File: src/rtl/spi_port_pkg.sv
package spi_port_pkg;

  localparam int ADDR_W = 2;

  localparam logic [ADDR_W-1:0] ADDR_CTRL = 2'd0;
  localparam logic [ADDR_W-1:0] ADDR_STAT = 2'd1;
  localparam logic [ADDR_W-1:0] ADDR_DATA = 2'd2;

  localparam int ST_DONE = 0;
  localparam int ST_COLL = 1;
  localparam int ST_BUSY = 2;

  // Field order fixes the bit layout: div[6:5] cs[4] lsb[3] mode[2:1] en[0]
  typedef struct packed {
    logic [1:0] div;
    logic       cs;
    logic       lsb;
    logic [1:0] mode;
    logic       en;
  } ctrl_t;

  localparam int CTRL_W = $bits(ctrl_t);

endpackage

File: src/rtl/spi_clkgen.sv
module spi_clkgen #(
  parameter int  DATA_W   = 8,
  parameter int  DIV_W    = 2,
  parameter bit  SCK_RISE = 1'b1
) (
  input  logic             clk,
  input  logic             rst,
  input  logic             start,
  input  logic [DIV_W-1:0] div,
  output logic             sck,
  output logic             active,
  output logic             sample_stb,
  output logic             shift_stb
);

  localparam int   HC_W = (1 << DIV_W) - 1;
  localparam int   TG_W = $clog2(2 * DATA_W);
  localparam logic IDLE = SCK_RISE ? 1'b0 : 1'b1;

  logic [HC_W-1:0] half_cnt;
  logic [HC_W-1:0] half_m1;
  logic [TG_W-1:0] tog_cnt;
  logic            tick;

  always_comb begin
    half_m1    = HC_W'((1 << div) - 1);
    tick       = active && (half_cnt == half_m1);
    sample_stb = tick && !tog_cnt[0];
    shift_stb  = tick && tog_cnt[0];
  end

  always_ff @(posedge clk) begin
    if (rst) begin
      active   <= 1'b0;
      sck      <= IDLE;
      half_cnt <= '0;
      tog_cnt  <= '0;
    end else if (start && !active) begin
      active   <= 1'b1;
      half_cnt <= '0;
      tog_cnt  <= '0;
    end else if (active) begin
      if (tick) begin
        half_cnt <= '0;
        sck      <= ~sck;
        tog_cnt  <= tog_cnt + 1'b1;
        if (tog_cnt == TG_W'(2 * DATA_W - 1)) begin
          active <= 1'b0;
        end
      end else begin
        half_cnt <= half_cnt + 1'b1;
      end
    end
  end

endmodule

File: src/rtl/spi_slave_front.sv
module spi_slave_front #(
  parameter bit SCK_RISE = 1'b1
) (
  input  logic clk,
  input  logic rst,
  input  logic sck_i,
  input  logic ss_n_i,
  output logic samp_edge,
  output logic shift_edge,
  output logic ss_high
);

  localparam logic IDLE = SCK_RISE ? 1'b0 : 1'b1;

  logic [1:0] sck_s;
  logic [1:0] ss_s;
  logic       sck_prev;

  always_ff @(posedge clk) begin
    if (rst) begin
      sck_s    <= {2{IDLE}};
      ss_s     <= 2'b11;
      sck_prev <= IDLE;
    end else begin
      sck_s    <= {sck_s[0], sck_i};
      ss_s     <= {ss_s[0], ss_n_i};
      sck_prev <= sck_s[1];
    end
  end

  always_comb begin
    samp_edge  = (sck_s[1] != sck_prev) && (sck_s[1] != IDLE);
    shift_edge = (sck_s[1] != sck_prev) && (sck_s[1] == IDLE);
    ss_high    = ss_s[1];
  end

endmodule

File: src/rtl/spi_shifter.sv
module spi_shifter #(
  parameter int DATA_W = 8
) (
  input  logic              clk,
  input  logic              rst,
  input  logic              load,
  input  logic [DATA_W-1:0] load_data,
  input  logic              lsb_first,
  input  logic              clr,
  input  logic              sample,
  input  logic              shift,
  input  logic              sdi,
  output logic              sdo,
  output logic              busy,
  output logic              byte_done,
  output logic [DATA_W-1:0] rx_byte
);

  localparam int CNT_W = $clog2(DATA_W);

  logic [DATA_W-1:0] sh;
  logic [DATA_W-1:0] nxt;
  logic [CNT_W-1:0]  cnt;

  always_comb begin
    nxt       = lsb_first ? {sdi, sh[DATA_W-1:1]} : {sh[DATA_W-2:0], sdi};
    rx_byte   = nxt;
    busy      = (cnt != '0);
    byte_done = sample && !load && !clr && (cnt == CNT_W'(DATA_W - 1));
  end

  always_ff @(posedge clk) begin
    if (rst) begin
      sh  <= '0;
      cnt <= '0;
      sdo <= 1'b0;
    end else if (load) begin
      sh  <= load_data;
      cnt <= '0;
      sdo <= lsb_first ? load_data[0] : load_data[DATA_W-1];
    end else if (clr) begin
      cnt <= '0;
    end else if (sample) begin
      sh  <= nxt;
      cnt <= (cnt == CNT_W'(DATA_W - 1)) ? '0 : cnt + 1'b1;
    end else if (shift && busy) begin
      sdo <= lsb_first ? sh[0] : sh[DATA_W-1];
    end
  end

endmodule

File: src/rtl/spi_byte_port.sv
module spi_byte_port
  import spi_port_pkg::*;
#(
  parameter int DATA_W   = 8,
  parameter int DIV_W    = 2,
  parameter bit COLL_EN  = 1'b1,
  parameter bit CS_EN    = 1'b1,
  parameter bit SCK_RISE = 1'b1
) (
  input  logic              clk,
  input  logic              rst,
  input  logic              reg_wr,
  input  logic              reg_rd,
  input  logic [1:0]        reg_addr,
  input  logic [DATA_W-1:0] reg_wdata,
  output logic [DATA_W-1:0] reg_rdata,
  output logic              irq,
  output logic              sck_o,
  input  logic              sck_i,
  output logic              ss_n_o,
  input  logic              ss_n_i,
  output logic              sdo,
  input  logic              sdi
);

  ctrl_t             ctrl_q;
  logic              done_q;
  logic              coll_q;
  logic [DATA_W-1:0] rx_q;
  logic [DATA_W-1:0] rdata_q;
  logic              ss_q;

  logic              master, cs_on;
  logic              data_wr, stat_wr, ctrl_wr;
  logic              busy, accept, m_start;
  logic              clr_done, clr_coll;
  logic              m_active, m_sample, m_shift;
  logic              s_samp, s_shift, ss_high, s_on;
  logic              sample, shift, sh_clr, s_busy;
  logic              byte_done;
  logic [DATA_W-1:0] rx_byte;

  always_comb begin
    master   = (ctrl_q.mode != 2'b00);
    cs_on    = CS_EN && ctrl_q.cs;
    ctrl_wr  = reg_wr && (reg_addr == ADDR_CTRL);
    stat_wr  = reg_wr && (reg_addr == ADDR_STAT);
    data_wr  = reg_wr && (reg_addr == ADDR_DATA);
    busy     = m_active || s_busy;
    accept   = data_wr && !busy;
    m_start  = accept && ctrl_q.en && master;
    clr_done = stat_wr && reg_wdata[ST_DONE];
    clr_coll = stat_wr && reg_wdata[ST_COLL];
    s_on     = ctrl_q.en && !master && !(cs_on && ss_high);
    sh_clr   = !master && cs_on && ss_high;
    sample   = m_active ? m_sample : (s_on && s_samp);
    shift    = m_active ? m_shift  : (s_on && s_shift);
  end

  spi_clkgen #(
    .DATA_W  (DATA_W),
    .DIV_W   (DIV_W),
    .SCK_RISE(SCK_RISE)
  ) u_clkgen (
    .clk       (clk),
    .rst       (rst),
    .start     (m_start),
    .div       (ctrl_q.div),
    .sck       (sck_o),
    .active    (m_active),
    .sample_stb(m_sample),
    .shift_stb (m_shift)
  );

  spi_slave_front #(
    .SCK_RISE(SCK_RISE)
  ) u_front (
    .clk       (clk),
    .rst       (rst),
    .sck_i     (sck_i),
    .ss_n_i    (ss_n_i),
    .samp_edge (s_samp),
    .shift_edge(s_shift),
    .ss_high   (ss_high)
  );

  spi_shifter #(
    .DATA_W(DATA_W)
  ) u_shift (
    .clk      (clk),
    .rst      (rst),
    .load     (accept),
    .load_data(reg_wdata),
    .lsb_first(ctrl_q.lsb),
    .clr      (sh_clr),
    .sample   (sample),
    .shift    (shift),
    .sdi      (sdi),
    .sdo      (sdo),
    .busy     (s_busy),
    .byte_done(byte_done),
    .rx_byte  (rx_byte)
  );

  always_ff @(posedge clk) begin
    if (rst) begin
      ctrl_q  <= '0;
      done_q  <= 1'b0;
      coll_q  <= 1'b0;
      rx_q    <= '0;
      rdata_q <= '0;
      ss_q    <= 1'b1;
    end else begin
      if (ctrl_wr) begin
        ctrl_q <= ctrl_t'(reg_wdata[CTRL_W-1:0]);
      end

      if (byte_done) begin
        done_q <= 1'b1;
        rx_q   <= rx_byte;
      end else if (clr_done) begin
        done_q <= 1'b0;
      end

      if (COLL_EN && data_wr && busy) begin
        coll_q <= 1'b1;
      end else if (clr_coll) begin
        coll_q <= 1'b0;
      end

      if (m_start && cs_on) begin
        ss_q <= 1'b0;
      end else if (!m_active) begin
        ss_q <= 1'b1;
      end

      if (reg_rd) begin
        case (reg_addr)
          ADDR_CTRL: rdata_q <= DATA_W'(ctrl_q);
          ADDR_STAT: rdata_q <= DATA_W'({busy, coll_q, done_q});
          ADDR_DATA: rdata_q <= rx_q;
          default:   rdata_q <= '0;
        endcase
      end
    end
  end

  assign reg_rdata = rdata_q;
  assign irq       = done_q;
  assign ss_n_o    = ss_q;

endmodule

File: config.mk
export PLATFORM = sky130hd
export DESIGN_NAME = spi_byte_port
export DESIGN_NICKNAME = d
export VERILOG_FILES = /design/src/rtl/spi_port_pkg.sv /design/src/rtl/spi_clkgen.sv /design/src/rtl/spi_slave_front.sv /design/src/rtl/spi_shifter.sv /design/src/rtl/spi_byte_port.sv
export SDC_FILE = /design/constraint.sdc
export NUM_CORES = 1
export LEC_CHECK = 0
export ABC_AREA = 0
export BUFFER_PORTS_ARGS = -buffer_cell sky130_fd_sc_hd__clkbuf_2
export CORE_AREA = 2 2 67 69
export DETAILED_ROUTE_END_ITERATION = 10
export DIE_AREA = 0 0 69 71
export HOLD_SLACK_MARGIN = 0.1
export PLACE_DENSITY = 0.92
export SYNTH_ARGS = -nofsm -noshare
export SYNTH_HDL_FRONTEND = slang
export SYNTH_SLANG_ARGS = --single-unit
File: constraint.sdc
create_clock -name clk -period 3.9 [get_ports clk]
set_input_delay 0.39 -clock clk [delete_from_list [all_inputs] [get_ports clk]]
set_output_delay 0.39 -clock clk [all_outputs]
set_load 0.02 [all_outputs]
==> results of run 1 <==
report_power, final:
| part | internal, W | switching, W | leakage [nW] |
|---|---|---|---|
| combinational | 0.0000278 | 0.0000460 | 0.568 |
| sequential | 0.000541 | 0.00000961 | 0.421 |
| clock | 0.000144 | 0.000179 | 0.0434 |
worst reg2reg max path: stages (launching register included):
cell and delay [ns]:
dfxtp_1 0.40, nor4b_1 0.55, nand4b_1 0.52, nand2_1 0.22, a311oi_2 0.12, a221o_2 0.46
kinds of logic (layout without fill, tap and decap cells):
family          Yosys count  count (layout)  synth area share [%]
compound gates           59              59                 17.60
xor+xnor                  3               3                 1.035
fa+ha+maj                 5               5                 2.464
buf+inv                  24              44                 3.597
flops                    52              52                 41.01
mux                      31              31                 12.62
simple gates            104             104                 21.69
metal layers:
metal | share of wire, % | global-route usage (%) | up-vias | wire length, um
met5 | 0 | 0 | - | 0
met4 | 1.7 | 7.625 | 0 | 102
met3 | 7.5 | 5.271 | 20 | 443
met2 | 48 | 40.81 | 110 | 2807
met1 | 43 | 33.48 | 1013 | 2521
li1 | - | - | 1032 | -
how the worst max path moves through the flow:
stage | cells past startpoint | slack [ns] | endpoint | start
after detailed placement | 5 | 1.52 | u_shift.sh[1]$_SDFFE_PP0P_ | u_clkgen.half_cnt[1]$_SDFFE_PP0P_
after global placement | 5 | 1.61 | u_shift.sh[1]$_SDFFE_PP0P_ | u_clkgen.half_cnt[1]$_SDFFE_PP0P_
after CTS | 7 | 1.55 | u_shift.sh[7]$_SDFFE_PP0P_ | u_shift.cnt[0]$_SDFFE_PP0P_
after floorplan | 5 | 1.86 | u_shift.sh[0]$_SDFFE_PP0P_ | u_clkgen.half_cnt[2]$_SDFFE_PP0P_
final | 5 | 1.51 | u_shift.sh[7]$_SDFFE_PP0P_ | u_clkgen.active$_SDFF_PP0_
after global routing | 5 | 1.35 | u_shift.sh[7]$_SDFFE_PP0P_ | u_clkgen.active$_SDFF_PP0_
registers in the layout, summed over array words and instances, names as in the netlist:
signal,count
u_front.sck_s,2
u_front.sck_prev,1
ctrl_q,6
u_clkgen.sck,1
ss_n_o,1
u_shift.sh,8
u_front.ss_s,2
u_shift.cnt,3
u_clkgen.active,1
coll_q,1
u_clkgen.half_cnt,3
rx_q,8
irq,1
u_clkgen.tog_cnt,4
cs_on,1
reg_rdata,8
u_shift.sdo,1
placed cells by master (no fill, tap or decap), drive strengths merged, types with 2 or more instances in the layout:
master,instances
clkbuf,34
and4b,2
o211ai,2
or3,4
mux2i,23
nand2b,3
o21ai,8
a21oi,27
nor4b,2
ha,5
dfxtp,52
nor3,6
or2,3
nand4,2
nor2b,14
mux2,8
a211oi,5
nand3,16
inv,6
nand2,11
nor2,34
o2111ai,2
xor2,2
a221o,8
clkinvlp,2
area by class of cell:
type | instances | area, um^2
flip-flops and latches | 52 | 1041
clock inverters | 2 | 15.01
well taps | 52 | 65.06
repair buffers | 29 | 147.6
fillers | 338 | 1420
clock buffers | 6 | 82.58
inverters | 7 | 26.28
multi-input cells | 202 | 1406
stage by stage:
step | hold slack [ns] | power [W] | cell area, um^2
2_1_floorplan | 0.3895 | 0.0006096 | 2539
3_3_place_gp | 0.4026 | 0.0006315 | 2686
3_5_place_dp | 0.4067 | 0.0006345 | 2686
4_1_cts | 0.2601 | 0.0009484 | 2784
5_1_grt | 0.2584 | 0.0009807 | 2784
6_report | 0.2599 | 0.0009471 | 2784
==> flow_summary.yaml, run 1 <==
routing:
  post_drt_wl_per_cell_um: 16.79
  drt_wl_total_mm: 5.875
  first_pass_iters: 5
  drt_iter0_drc: 264
  via_per_inst: 6.214
  drc: 0
  vias: 2175
  antenna_left: 0
timing:
  hold_viol: 0
  fmax_mhz: 418.9
  fin_ws_ns: 1.513
  tns_ns: 0
  fin_crit_ns: 2.387
  clock_skew_ns: 0.01100
  rsz0062_at_grt: "no"
  worst_slew_pin_slew_ns: 0.9363
  post-route-period-util_pct: 61.21
  setup_viol_count_final: 0
  drv_slew: 0
  slew_headroom_pct: 37.30
synth:
  ys_warn_count: 0
  ys_seq_area_share_pct: 41.01
  synth_edf_count: 0
  postSynthAreaPerCell_um2: 9.132
  synth_top_area_share_pct: 41.01
  syn_nets: 300
  synth_top_area_cell: "dfxtp_1"
  synthTopCellsByCount: "dfxtp_1, nor2_1, a21oi_1"
  ys_ff_latch: 52
  syn_inst: 278
  synthFlopType: "dfxtp_1"
  synthArstFlopShare_pct: 0
  synth_cell_types: 47
  synth_most_common_cell: "dfxtp_1"
  synth_area_leaders: "dfxtp_1, mux2i_1, a21oi_1"
  synth_area_mm2: 0.002539
die:
  initial_core_util_pct: 60.39
  core_area_mm2: 0.004204
  fp.dieH_um: 71
  fp-row-count: 24
  io_pins: 29
  dieArea_mm2: 0.004899
  fp.dieW_um: 69
cts:
  cts_hold_buf: 0
  ctsRootBufferMaster: "clkbuf_8"
  path_clk_slew_ns: 0.09
  clockBufferDepth: 2
  htreeDepth: 2
  worstSkewPairLatency_ns: 0.31
  cts.sinks: 52
  cts_tree: "done"
  cts-resized-gates: 0
  cts_made_buffers: 5
  post_cts_buffers: 0
hold_path:
  worstHoldStart: "ss_n_i"
  hold_end: "u_front.ss_s[0]$_SDFF_PP1_"
  hold_depth: 2
  min_path_type: "input pin to flop"
global_routing:
  gr-total-overflow: 0
  grt_first_pass_wirelength_mm: 9.984
  antenna_found_initial: 0
  grt_pass1_vias: 2088
  grt_max_degree: 46
  grt_usage_pct: 24.99
setup_path:
  r2r-end: "u_shift.sh[7]$_SDFFE_PP0P_"
  cp_max_fo: 12
  crit_path_max_incr_delay_ns: 0.55
  rr_worst_depth: 5
  critPathKind: "flop to flop"
  slowest_stage: "nor4b_1"
  path_cells: "nor4b_1, nand4b_1, nand2_1, a311oi_2, a221o_2"
  end_kind: "flop"
  worstPathArrival_ns: 2.58
  ff2ff_setup_slack_ns: 1.51
  crit_family: "simple AND/OR/NAND/NOR gates"
  worstPathRequired_ns: 4.10
  rr_startpoint: "u_clkgen.active$_SDFF_PP0_"
  worstSetupStartpointType: "flop"
  path_buf_inv: 0
final_layout:
  areaGrowthSynthToFinish_pct: 9.660
  diodes: 0
  fin_util_pct: 66.22
  final_nets: 319
  finalNonFillerCells: 350
  drive_gt1_share_pct: 22.15
place:
  place.gp.congestion: 0.9298
  port_buffers: 28
  dpl.hpwl_mm: 4.252
  place_ws_ns: 1.517
  dpl.cell_count: 342
run_status:
  status: "complete, no violations"
power:
  ir_drop_mv: 0.2153
  leakage_nw: 1.033
  powerDensity_mw_per_mm2: 340.2
run:
  maxCapViolCount: 0
(Power assumes the default switching activity.)
==> inputs of run 2 (changes only) <==
--- a/config.mk
+++ b/config.mk
@@ -5,13 +5,13 @@
 export SDC_FILE = /design/constraint.sdc
 export NUM_CORES = 1
 export LEC_CHECK = 0
-export ABC_AREA = 0
+export ABC_AREA = 1
 export BUFFER_PORTS_ARGS = -buffer_cell sky130_fd_sc_hd__clkbuf_2
-export CORE_AREA = 2 2 67 69
+export CORE_AREA = 2 2 70 72
 export DETAILED_ROUTE_END_ITERATION = 10
-export DIE_AREA = 0 0 69 71
+export DIE_AREA = 0 0 72 74
 export HOLD_SLACK_MARGIN = 0.1
-export PLACE_DENSITY = 0.92
+export PLACE_DENSITY = 0.84
 export SYNTH_ARGS = -nofsm -noshare
 export SYNTH_HDL_FRONTEND = slang
 export SYNTH_SLANG_ARGS = --single-unit
==> constraint.sdc (replaced) <==
create_clock -name clk -period 2.27 [get_ports clk]
set_input_delay 0.227 -clock clk [delete_from_list [all_inputs] [get_ports clk]]
set_output_delay 0.227 -clock clk [all_outputs]
set_load 0.02 [all_outputs]
==> run 2 against run 1 <==
  * First-iteration DRC count is 47% lower
  * Clock skew is 0.0044 ns lower
  * Cell area is 1.8% lower
  * Flip-flop and latch count stayed put
  * Global-route usage is 2.2 points lower
  * Sequential share of layout area is 0.67 points higher
  * Critical path depth is 5 higher
  * Largest power group unchanged
==> flow_summary.yaml, run 2 <==
synth:
  synth_cell_types: 33
  synth_top_area_cell: "dfxtp_1"
  postSynthAreaPerCell_um2: 7.308
  syn_nets: 362
  synth_area_mm2: 0.002485
  synth_most_common_cell: "nand2_1"
  synthTopCellsByCount: "nand2_1, dfxtp_1, nor2_1"
  ys_ff_latch: 52
  synth_area_leaders: "dfxtp_1, nand2_1, a21oi_1"
  syn_inst: 340
  synthArstFlopShare_pct: 0
  synthFlopType: "dfxtp_1"
  synth_edf_count: 0
  synth_top_area_share_pct: 41.89
  ys_warn_count: 0
  ys_seq_area_share_pct: 41.89
cts:
  cts_made_buffers: 5
  path_clk_slew_ns: 0.08
  ctsRootBufferMaster: "clkbuf_8"
  clockBufferDepth: 2
  htreeDepth: 2
  post_cts_buffers: 0
  cts_tree: "done"
  cts-resized-gates: 0
  cts.sinks: 52
  cts_hold_buf: 0
  worstSkewPairLatency_ns: 0.29
hold_path:
  min_path_type: "input pin to flop"
timing:
  drv_slew: 0
  slew_headroom_pct: 65.45
  hold_viol: 0
  whs_ns: 0.1146
  clock_skew_ns: 0.006562
  setup_viol_count_final: 0
  fmax_mhz: 567.9
  post-route-period-util_pct: 77.57
  fin_ws_ns: 0.5092
  fin_crit_ns: 1.761
  tns_ns: 0
  worst_slew_pin_slew_ns: 0.5175
  rsz0062_at_grt: "no"
power:
  powerDensity_mw_per_mm2: 603.3
  p_total_w: 0.001650
  internal_power_w: 0.001243
  clockPowerShare_pct: 31.8
  ir_drop_mv: 0.3683
  switching_power_w: 0.0004074
  p_seq_share_pct: 57.9
  p_sw_share_pct: 24.69
  leakage_nw: 1.155
  pwr-share-comb_pct: 10.3
setup_path:
  worstPathArrival_ns: 1.95
  worstSetupStartpointType: "flop"
  end_kind: "flop"
  cp_max_fo: 19
  worstPathRequired_ns: 2.46
  critPathKind: "flop to flop"
final_layout:
  layout_commonest_cell: "nand2_1"
  n_fill_cell: 453
  final_nets: 388
  drive_gt1_share_pct: 16.62
  diodes: 0
  areaGrowthSynthToFinish_pct: 10.07
  final_cell_mix: "nand2_1, dfxtp_1, nor2_1"
  stdcell_area_mm2: 0.002735
global_routing:
  antenna_found_initial: 0
  grt_pass1_vias: 2168
  gr-total-overflow: 0
  grt_usage_pct: 22.82
  grt_max_degree: 28
  grt_first_pass_wirelength_mm: 9.542
run:
  maxCapViolCount: 0
routing:
  drt_iter0_drc: 140
  post_drt_wl_per_cell_um: 13.08
  drc: 0
  via_per_inst: 5.359
  drt_wl_total_mm: 5.507
  first_pass_iters: 4
  antenna_left: 0
  vias: 2256
run_status:
  status: "complete, no violations"
die:
  initial_core_util_pct: 54.04
  fp.dieH_um: 74
  io_pins: 29
  fp.dieW_um: 72
  dieArea_mm2: 0.005328
  core_area_mm2: 0.004598
  fp-row-count: 25
place:
  port_buffers: 28
  place.gp.congestion: 0.9044
  dpl-instance-area_mm2: 0.002645
  dpl.hpwl_mm: 4.252
  place_ws_ns: 0.5433
[run 2: layout make-up]
cell class	instances	area, um^2	share of cell area, %
inverters	35	131.4	4.803
multi-input cells	242	1250	45.70
flip-flops and latches	52	1041	38.06
well taps	54	67.56	2.470
clock buffers	8	90.09	3.294
repair buffers	30	155.1	5.672
[run 2: critical path, cell delays in order (launching register included)]
cell     delay [ns]
dfxtp_1        0.33
inv_1          0.08
ha_1           0.20
nand3_2        0.12
nor2_2         0.19
buf_4          0.25
inv_2          0.11
nand2_2        0.16
nand3_1        0.10
nand2_1        0.07
nor2_1         0.04
[run 2: power by group through the flow]
stage                     logic [W]  clock network (W)  registers [W]
after CTS                  0.000170           0.000534       0.000955
after global placement     0.000166                  0       0.000976
after global routing       0.000193           0.000572       0.000958
final                      0.000170           0.000525       0.000955
after floorplan            0.000114                  0       0.000975
after detailed placement   0.000168                  0       0.000977
[run 2: kinds of logic after synthesis]
logic type	share of synthesized area, %
AO/OA/AOI/OAI	14.55
XOR/XNOR	0.7051
adder cells (fa/ha/maj)	2.518
buffers and inverters	7.804
flip-flops	41.89
multiplexers	2.820
AND/OR/NAND/NOR	29.71
[run 2: metal layers]
metal | GRT usage [%] | share of wire (%)
met5 | 0 | 0
met4 | 9.853 | 3.0
met1 | 29.62 | 44
met3 | 3.930 | 5.5
met2 | 37.86 | 48
[run 2: metrics by stage]
stage	std cells	utilization, %
2_1_floorplan	340	-
3_3_place_gp	413	57.52
3_5_place_dp	413	57.52
4_1_cts	421	59.48
5_1_grt	421	59.48
6_report	421	59.48
[run 2: final timing paths]
kind	endpoint	slack, ns	startpoint	cells after the start
hold reg to reg	u_front.sck_s[1]$_SDFF_PP0_	0.41	u_front.sck_s[0]$_SDFF_PP0_	2
setup reg to reg	u_shift.sh[0]$_SDFFE_PP0P_	0.51	u_shift.cnt[0]$_SDFFE_PP0P_	10
hold / removal	u_front.ss_s[0]$_SDFF_PP1_	0.11	ss_n_i	2
setup / recovery	u_shift.sh[0]$_SDFFE_PP0P_	0.51	u_shift.cnt[0]$_SDFFE_PP0P_	10
